[src/rtl/qdec_pkg.sv]
package qdec_pkg;
  localparam logic [1:0] RES_X1 = 2'd0;
  localparam logic [1:0] RES_X2 = 2'd1;
  localparam logic [1:0] RES_X4 = 2'd2;
  localparam int         PHASES = 2;
endpackage

[src/rtl/qdec_sync.sv]
module qdec_sync #(
  parameter int                 WIDTH   = 3,
  parameter int                 STAGES  = 2,
  parameter logic [WIDTH-1:0]   RST_VAL = '0
) (
  input  logic             clk,
  input  logic             rst_n,
  input  logic [WIDTH-1:0] d_i,
  output logic [WIDTH-1:0] q_o
);
  for (genvar g = 0; g < WIDTH; g++) begin : g_bit
    logic [STAGES-1:0] sh;
    always_ff @(posedge clk) begin
      if (!rst_n) sh <= {STAGES{RST_VAL[g]}};
      else        sh <= {sh[STAGES-2:0], d_i[g]};
    end
    assign q_o[g] = sh[STAGES-1];
  end
endmodule

[src/rtl/qdec_filter.sv]
module qdec_filter #(
  parameter int WIDTH  = 2,
  parameter int STABLE = 3
) (
  input  logic             clk,
  input  logic             rst_n,
  input  logic [WIDTH-1:0] d_i,
  output logic [WIDTH-1:0] q_o
);
  localparam int CW = $clog2(STABLE + 1);

  for (genvar g = 0; g < WIDTH; g++) begin : g_ch
    logic          lvl;
    logic [CW-1:0] run;
    always_ff @(posedge clk) begin
      if (!rst_n) begin
        lvl <= 1'b0;
        run <= '0;
      end else if (d_i[g] == lvl) begin
        run <= '0;
      end else if (run == CW'(STABLE - 1)) begin
        lvl <= d_i[g];
        run <= '0;
      end else begin
        run <= run + 1'b1;
      end
    end
    assign q_o[g] = lvl;
  end
endmodule

[src/rtl/qdec_decode.sv]
module qdec_decode
  import qdec_pkg::*;
(
  input  logic       clk,
  input  logic       rst_n,
  input  logic       quad_i,
  input  logic [1:0] res_i,
  input  logic       flt_a_i,
  input  logic       flt_b_i,
  input  logic       raw_a_i,
  input  logic       raw_b_i,
  input  logic       err_clr_i,
  output logic       up_o,
  output logic       dn_o,
  output logic       dir_o,
  output logic       noise_o
);
  logic pa, pb, pra;
  logic ch_a, ch_b, single, illegal, q_up, q_hit;
  logic hit, up;

  always_comb begin
    ch_a    = flt_a_i ^ pa;
    ch_b    = flt_b_i ^ pb;
    single  = ch_a ^ ch_b;
    illegal = ch_a & ch_b;
    q_up    = flt_a_i ^ pb;
    case (res_i)
      RES_X1:  q_hit = ch_a & ~pb & ~flt_b_i;
      RES_X2:  q_hit = single & ch_a;
      default: q_hit = single;
    endcase
    hit = quad_i ? q_hit : (raw_a_i & ~pra);
    up  = quad_i ? q_up  : raw_b_i;
  end

  always_ff @(posedge clk) begin
    if (!rst_n) begin
      pa      <= 1'b0;
      pb      <= 1'b0;
      pra     <= 1'b0;
      up_o    <= 1'b0;
      dn_o    <= 1'b0;
      dir_o   <= 1'b1;
      noise_o <= 1'b0;
    end else begin
      pa   <= flt_a_i;
      pb   <= flt_b_i;
      pra  <= raw_a_i;
      up_o <= hit & up;
      dn_o <= hit & ~up;
      if (hit) dir_o <= up;
      if (quad_i && illegal) noise_o <= 1'b1;
      else if (err_clr_i)    noise_o <= 1'b0;
    end
  end
endmodule

[src/rtl/qdec_index.sv]
module qdec_index (
  input  logic idx_s_i,
  input  logic quad_i,
  input  logic sync_i,
  input  logic pol_i,
  input  logic strobe_i,
  output logic hit_o
);
  always_comb begin
    if (quad_i && sync_i) hit_o = strobe_i & (idx_s_i == pol_i);
    else                  hit_o = ~idx_s_i;
  end
endmodule

[src/rtl/qdec_front.sv]
module qdec_front
  import qdec_pkg::*;
#(
  parameter int SYNC_STAGES = 2,
  parameter int FILT_LEN    = 3
) (
  input  logic       clk,
  input  logic       rst_n,
  input  logic       phase_a_i,
  input  logic       phase_b_i,
  input  logic       index_i,
  input  logic       quad_mode_i,
  input  logic [1:0] res_sel_i,
  input  logic       sync_idx_i,
  input  logic       idx_pol_i,
  input  logic       err_clr_i,
  output logic       cnt_up_o,
  output logic       cnt_dn_o,
  output logic       dir_o,
  output logic       noise_err_o,
  output logic       index_hit_o
);
  localparam int NUM_IN  = PHASES + 1;
  localparam int IDX_BIT = PHASES;

  logic [NUM_IN-1:0] raw_s;
  logic [PHASES-1:0] flt;

  qdec_sync #(
    .WIDTH  (NUM_IN),
    .STAGES (SYNC_STAGES),
    .RST_VAL(NUM_IN'(1) << IDX_BIT)
  ) u_sync (
    .clk  (clk),
    .rst_n(rst_n),
    .d_i  ({index_i, phase_b_i, phase_a_i}),
    .q_o  (raw_s)
  );

  qdec_filter #(
    .WIDTH (PHASES),
    .STABLE(FILT_LEN)
  ) u_filt (
    .clk  (clk),
    .rst_n(rst_n),
    .d_i  (raw_s[PHASES-1:0]),
    .q_o  (flt)
  );

  qdec_decode u_dec (
    .clk      (clk),
    .rst_n    (rst_n),
    .quad_i   (quad_mode_i),
    .res_i    (res_sel_i),
    .flt_a_i  (flt[0]),
    .flt_b_i  (flt[1]),
    .raw_a_i  (raw_s[0]),
    .raw_b_i  (raw_s[1]),
    .err_clr_i(err_clr_i),
    .up_o     (cnt_up_o),
    .dn_o     (cnt_dn_o),
    .dir_o    (dir_o),
    .noise_o  (noise_err_o)
  );

  qdec_index u_idx (
    .idx_s_i (raw_s[IDX_BIT]),
    .quad_i  (quad_mode_i),
    .sync_i  (sync_idx_i),
    .pol_i   (idx_pol_i),
    .strobe_i(cnt_up_o | cnt_dn_o),
    .hit_o   (index_hit_o)
  );
endmodule

[config.mk]
export PLATFORM = sky130hd
export DESIGN_NAME = qdec_front
export DESIGN_NICKNAME = d
export VERILOG_FILES = /design/src/rtl/qdec_pkg.sv /design/src/rtl/qdec_sync.sv /design/src/rtl/qdec_filter.sv /design/src/rtl/qdec_decode.sv /design/src/rtl/qdec_index.sv /design/src/rtl/qdec_front.sv
export SDC_FILE = /design/constraint.sdc
export NUM_CORES = 1
export LEC_CHECK = 0
export BUFFER_PORTS_ARGS = -buffer_cell sky130_fd_sc_hd__buf_4
export CORE_UTILIZATION = 30
export DETAILED_ROUTE_END_ITERATION = 16
export GPL_TIMING_DRIVEN = 0
export PLACE_DENSITY_LB_ADDON = 0.12
export SYNTH_ARGS = -nofsm -noshare
export SYNTH_HDL_FRONTEND = slang
export SYNTH_SLANG_ARGS = --single-unit
[constraint.sdc]
create_clock -name clk -period 3.2 [get_ports clk]
set_clock_uncertainty 0.15 [all_clocks]
set_input_delay 0.16 -clock clk [delete_from_list [all_inputs] [get_ports clk]]
set_output_delay 0.16 -clock clk [all_outputs]
set_load 0.1 [all_outputs]
# Yosys cells after proc, flatten, opt, wreduce, memory -nomap -nowiden
# Index checks and enable logic that the tools add are counted.
# Widths: inputs -> output; s select.
classes:
  add_sub_neg: 2
  eq_ne: 6
  bitwise: 21
  reduce_logical: 8
  n_mux: 6
ops:
  columns: ["operator", "n"]
  rows:
  - ["$and 1x1->1", 8]
  - ["$not 1->1", 8]
  - ["$reduce_or 3->1", 2]
  - ["$mux 1", 5]
  - ["$add 2x1->2 const B", 2]
  - ["$eq 2x2->1 const B", 2]
  - ["$reduce_and 2->1", 2]
  - ["$xor 1x1->1", 4]
  - ["$eq 1x1->1", 3]
  - ["$eq 2x1->1 const B", 1]
  - ["$logic_and 1x1->1", 2]
  - ["$logic_not 2->1", 1]
  - ["$pmux 1 s2", 1]
  - ["$reduce_bool 2->1", 1]
  - ["$or 1x1->1", 1]
word_totals:
  in_bits: 11
  register_bits: 19
  wordCells: 57

# Logic depth before layout (Yosys ltp)
depth:
  word_depth: 6
  mapped_depth: 7
  mapped_depth_nobuf: 7

# Hierarchy
# Synthesis repeated with hierarchy kept, for this count alone.
hier_totals:
  hier_cells: 75
  hier_area_um2: 803.3
modules_own_cells:
  columns: ["mod", "instances", "cells_per_inst", "area_each_um2", "seq_area_each_um2"]
  rows:
  - ["qdec_decode", 1, 32, 340.3, 140.1]
  - ["qdec_filter", 1, 22, 252.7, 120.1]
  - ["qdec_sync", 1, 15, 180.2, 120.1]
  - ["qdec_index", 1, 5, 23.8, 0.0]
  - ["qdec_front", 1, 1, 6.3, 0.0]

# Worst setup path before layout
# Ideal clock, no wire load.
synth_timing:
  kind: "flip-flop to output port"
  start: "register u_dec.dn_o"
  end: "output index_hit_o"
  path_stages_with_launch: 4
  path_slack_ns: 0.144
  arrival_ns: 2.746
  path_cell_list: "dfxtp_1 -> nor2_1 -> o211a_1 -> o22ai_1"
synth_via:
  elab_chain_len: 3
synth_lines:
  columns: ["element", "line", "text"]
  rows:
  - ["from (decl)", "qdec_decode.sv:14", "output logic dn_o,"]
  - ["from (signal assigned)", "qdec_decode.sv:51", "dn_o <= hit & ~up;"]
  - ["$or 1x1->1", "qdec_front.sv:71", ".strobe_i(cnt_up_o | cnt_dn_o),"]
  - ["$and 1x1->1", "qdec_index.sv:10", "if (quad_i && sync_i) hit_o = strobe_i & (idx_s_i == pol_i);"]
  - ["$mux 1", "qdec_index.sv:10", null]
  - ["to (decl)", "qdec_front.sv:21", "output logic index_hit_o"]
# No other way between the ends.

# Worst setup path after layout
layout_timing:
  start: "register u_filt.g_ch[1].lvl"
  end: "register u_dec.dn_o"
layout_via:
  elab_chain_len: 6
  word_cells_on_any_way: 8
layout_lines:
  columns: ["element", "line", "text"]
  rows:
  - ["from (decl)", "qdec_filter.sv:13", "logic lvl;"]
  - ["from (signal assigned)", "qdec_filter.sv:22", "lvl <= d_i[g];"]
  - ["$xor 1x1->1", "qdec_decode.sv:24", "ch_b = flt_b_i ^ pb;"]
  - ["$xor 1x1->1", "qdec_decode.sv:25", "single = ch_a ^ ch_b;"]
  - ["$and 1x1->1", "qdec_decode.sv:30", "RES_X2: q_hit = single & ch_a;"]
  - ["$pmux 1 s2 *", "qdec_decode.sv:28", "case (res_i)"]
  - ["$mux 1 *", "qdec_decode.sv:33", "hit = quad_i ? q_hit : (raw_a_i & ~pra);"]
  - ["$and 1x1->1 *", "qdec_decode.sv:51", null]
# Mark *: on every way between the ends. The rest lies on a longest branch, timed or not.
# A chain may end at the register's enable or synchronous reset.

==> out/results.txt <==
For the worst-skew pair, the clock arrives at the later sink with an insertion delay of 0.28 ns. Clock tree synthesis found a total of 19 sinks. No sink is reached through more buffers than the 2 on the longest clock path. Cell class contributing the biggest share of worst-path delay: flip-flops. The logs give 0 for the number of setup violations in the final report and 112 for the total number of nets in the final design. Sequential cells account for 59.2% of the total power. The routed wire length is 1179 um, and the worst hold-check slack is 0.01496 ns. The count of flip-flops with a built-in enable after synthesis works out to 0. The run finished with clean final reports. The number of global-route vias before repair is 526. The number of hold-slack violations in the final timing report is 0. STA puts the critical path data required time at 3.24 ns. Post-synthesis share of cell area spent on and, or, nand and nor gates: 21.37%. The launch point of the worst path was u_filt.g_ch[1].lvl. The launch instance of the worst min-delay path was quad_mode_i. The critical path arrival is 1.80 ns.

Cell type with the largest total area after synthesis: dfxtp_1. Counting instances, the worst hold path has a depth of 3. The sequential-to-total area share from yosys stat is 51.97%, and the proportion of netlist area held by the largest area contributor is 51.97%. The startpoint identified for the worst register-to-register timing path is u_filt.g_ch[1].lvl. The leftover overflow at the end of global routing was 0.

The register with the most flip-flops in the final layout is u_sync.g_bit.sh. STA classifies the critical path startpoint as a flop. The final critical path takes up 55.10% of the cycle. Clock transition at the register clock pins on the worst setup and hold paths after CTS: 0.10 ns.

The largest registers in the layout are u_sync.g_bit.sh: 6 flops, u_filt.g_ch.run: 4 flops, u_filt.g_ch.lvl: 2 flops. The die is 51.40 um tall. The floorplan has 17 rows. The initial antenna violation count was 0; the power density over the cells was 439.0 mW/mm^2. After synthesis, the share of cell area in mux cells is 4.103%. Cells with a size suffix above 1 make up 21.88% of the layout.

Entering global routing, the biggest net connects 11 pins. The tools report the count of cell types in the netlist as 21. Counting instances in the post-synthesis netlist gives the leading cell types as 19 x dfxtp_1, 10 x nor2_1, 6 x and2_1.

Most common flop cell mapped by yosys: dfxtp_1. IR analysis of the VDD net gives a maximum drop of 0.2989 mV. A synthesized cell averages 10.03 sq um. Once the floorplan was initialized, standard cells occupied 32.46% of the core.

In this run the tool buffered the top-level ports with 15 buffer cells. The number of buffers and inverters on the critical path is 1, and the number of pins with negative max-slew slack in the final report is 0. In this run, synthesis produced a sequential element count of 19.

For this run, the top clock speed supported by timing is 567.1 MHz. The number of violations reported at the end of detailed-routing iteration 0 came out at 1. In this design, the stage delay of the slowest critical-path cell is 0.44 ns. The I/O pin count was 16; the post-synthesis share of cell area spent on xor and xnor gates was 5.983%. Overall power consumption after layout is estimated at 415.3 uW.

Endpoint of the most critical register-to-register path: u_dec.dn_o. Summed over all nets, the switching power comes to 102.1 uW. Summed over all cells, the static leakage comes to 0.0004121 uW. During synthesis, Yosys emitted a total of 0 warnings.

The worst register-to-register path has a depth of 7. For the number of instances in the synthesized netlist, the log shows 73. The standard cell with the maximum stage delay on the critical path was dfxtp_1. For the number of nets in the synthesized netlist, the log shows 88.

The adder and majority cell fraction of the synthesized area is 6.838%. Summing the areas of all compound-gate instances in the mapped netlist gives 6.667% of the synthesized area. Net switching is 24.59% of the power. The min-delay analysis places its worst path in the category primary input to flop. TritonCTS created 3 clock buffers. The worst setup path is captured at a flop. The minimum clock period is 1.763 ns.

0 antenna diodes ended up in the layout. The critical path in this run is classified as flop to flop. The run gives 1.44 ns as the worst reg-to-reg setup slack. In the final timing run, aggregate negative setup slack is 0 ns. TritonCTS built the clock tree. The overall fraction of global-route tracks in use was 10.27%; the final RePlAce weighted congestion was 0.6694. For this run, design rule violations remaining after detail routing come to 0.

The floorplan step defined a die boundary enclosing 0.002641 sq mm. Traced cell by cell, the critical path runs through xor2_1 -> inv_1 -> ha_1 -> and3b_1 -> a21oi_1 -> a31oi_2 -> and2_2. The count of TritonRoute iterations in the first routing pass came out at 3.

Headroom to the max-slew limit came out at 77.82%. Combinational cells account for 12.8% of the total power. The share of total power dissipated in the clock network is 28.1%. Dominant combinational cell family by area after synthesis: simple AND/OR/NAND/NOR gates. Along the worst path, the maximum fanout reaches 5.

The core region is 0.002255 sq mm. The internal power of the cells totals 313.1 uW. The path with the worst hold slack has its endpoint at u_dec.noise_o.

Ranked by total cell area, the synthesized netlist is headed by dfxtp_1 52%, ha_1 6.8%, and2_1 5.1%. Async set-reset flop share out of synthesis: 0%. Setup repair after global routing left no endpoint under its margin.

The wire length of the first global-routing pass is 1952 um, and the H-tree depth is 1. The register with the most flip-flops in the layout has 6 of them. After detailed routing, the average wire length per cell comes to 9.508 um.

The count of maximum capacitance violations was 0. Per-cell via count in the routed design: 4.323. At the end of the flow the core is filled with cells to 41.95%.

The synthesis-to-finish area growth is 29.23%, and the horizontal extent of the die is 51.40 um. The total standard cell area after synthesis came out at 732.0 sq um. The tree is rooted in a clkbuf_4. The slew at the pin closest to its max-slew limit works out to 0.3327 ns. Most frequently used cell type in the post-synthesis netlist: dfxtp_1.

Once detail routing completed, the nets flagged for antenna violations numbered 0. For this block, the via count after detailed routing is 536.
## kinds of logic (layout without fill, tap and decap cells)
| family | Yosys count | in the layout |
|---|---|---|
| flip-flops | 19 | 19 |
| adder cells (fa/ha/maj) | 4 | 4 |
| XOR/XNOR | 5 | 5 |
| multiplexers | 3 | 3 |
| AND/OR/NAND/NOR | 29 | 29 |
| AO/OA/AOI/OAI | 7 | 7 |
| buffers and inverters | 6 | 29 |
## tightest hold or removal path, cell delays in order
cell	delay, ns
buf_4	0.14
nand2_1	0.06
a21oi_1	0.05
## worst max-delay path by stage
stage,to,cells past startpoint
after floorplan,index_hit_o,3
after global placement,u_dec.dn_o,7
after detailed placement,u_dec.dn_o,7
after CTS,u_dec.dn_o,7
after global routing,u_dec.dir_o,6
final,u_dec.dn_o,7
## power by group through the flow
stage	combinational, uW	sequential [uW]	clock, uW
after floorplan	18.3	264	0
after global placement	49.2	251	0
after detailed placement	49.8	251	0
after CTS	53.9	246	123
after global routing	56.8	247	133
final	53.0	246	117
## metrics by stage
stage	setup WS (ns)	instances	area (sq um)
after floorplan	0.1439	73	732.0
after global routing	1.277	124	945.9
after global placement	1.446	116	879.6
after detailed placement	1.429	116	879.6
final	1.437	124	945.9
after CTS	1.402	124	945.9
## layout make-up
type                       instances  area [sq um]
buffer                             1         3.754
clock buffer                       4         26.28
multi-input combinational         48         329.1
fill                             244          1309
timing repair buffer              19         152.6
sequential                        19         380.4
tap                               28         35.03
inverter                           5         18.77
## cells in the final DEF (no fill, tap or decap), types with 3 or more instances in the layout
cell type and count:
xnor2_1 3, dlygate4sd3_1 4, inv_1 5, a21oi_1 4, dfxtp_1 19, clkbuf_4 3
ha_1 4, nand2b_1 3, buf_4 15, nor2_1 10, mux2i_1 3, and2_1 6
## routing by layer
| layer | wire length [um] | vias to the layer above | global-route usage, % | part of all wire (%) |
|---|---|---|---|---|
| met5 | 0 | - | 0 | 0 |
| met4 | 10 | 0 | 8.108 | 0.85 |
| met3 | 51 | 2 | 2.083 | 4.3 |
| met2 | 548 | 10 | 17.32 | 46 |
| met1 | 567 | 239 | 11.01 | 48 |
| li1 | - | 285 | - | - |
## repair_timing
| action | CTS | global route |
|---|---|---|
| hold endpoints to repair | 4 | 0 |
| resized for setup | 0 | 0 |
| setup buffers | 0 | 0 |
| hold buffers | 4 | 0 |
Note: power is estimated with default switching activity, not from simulation.
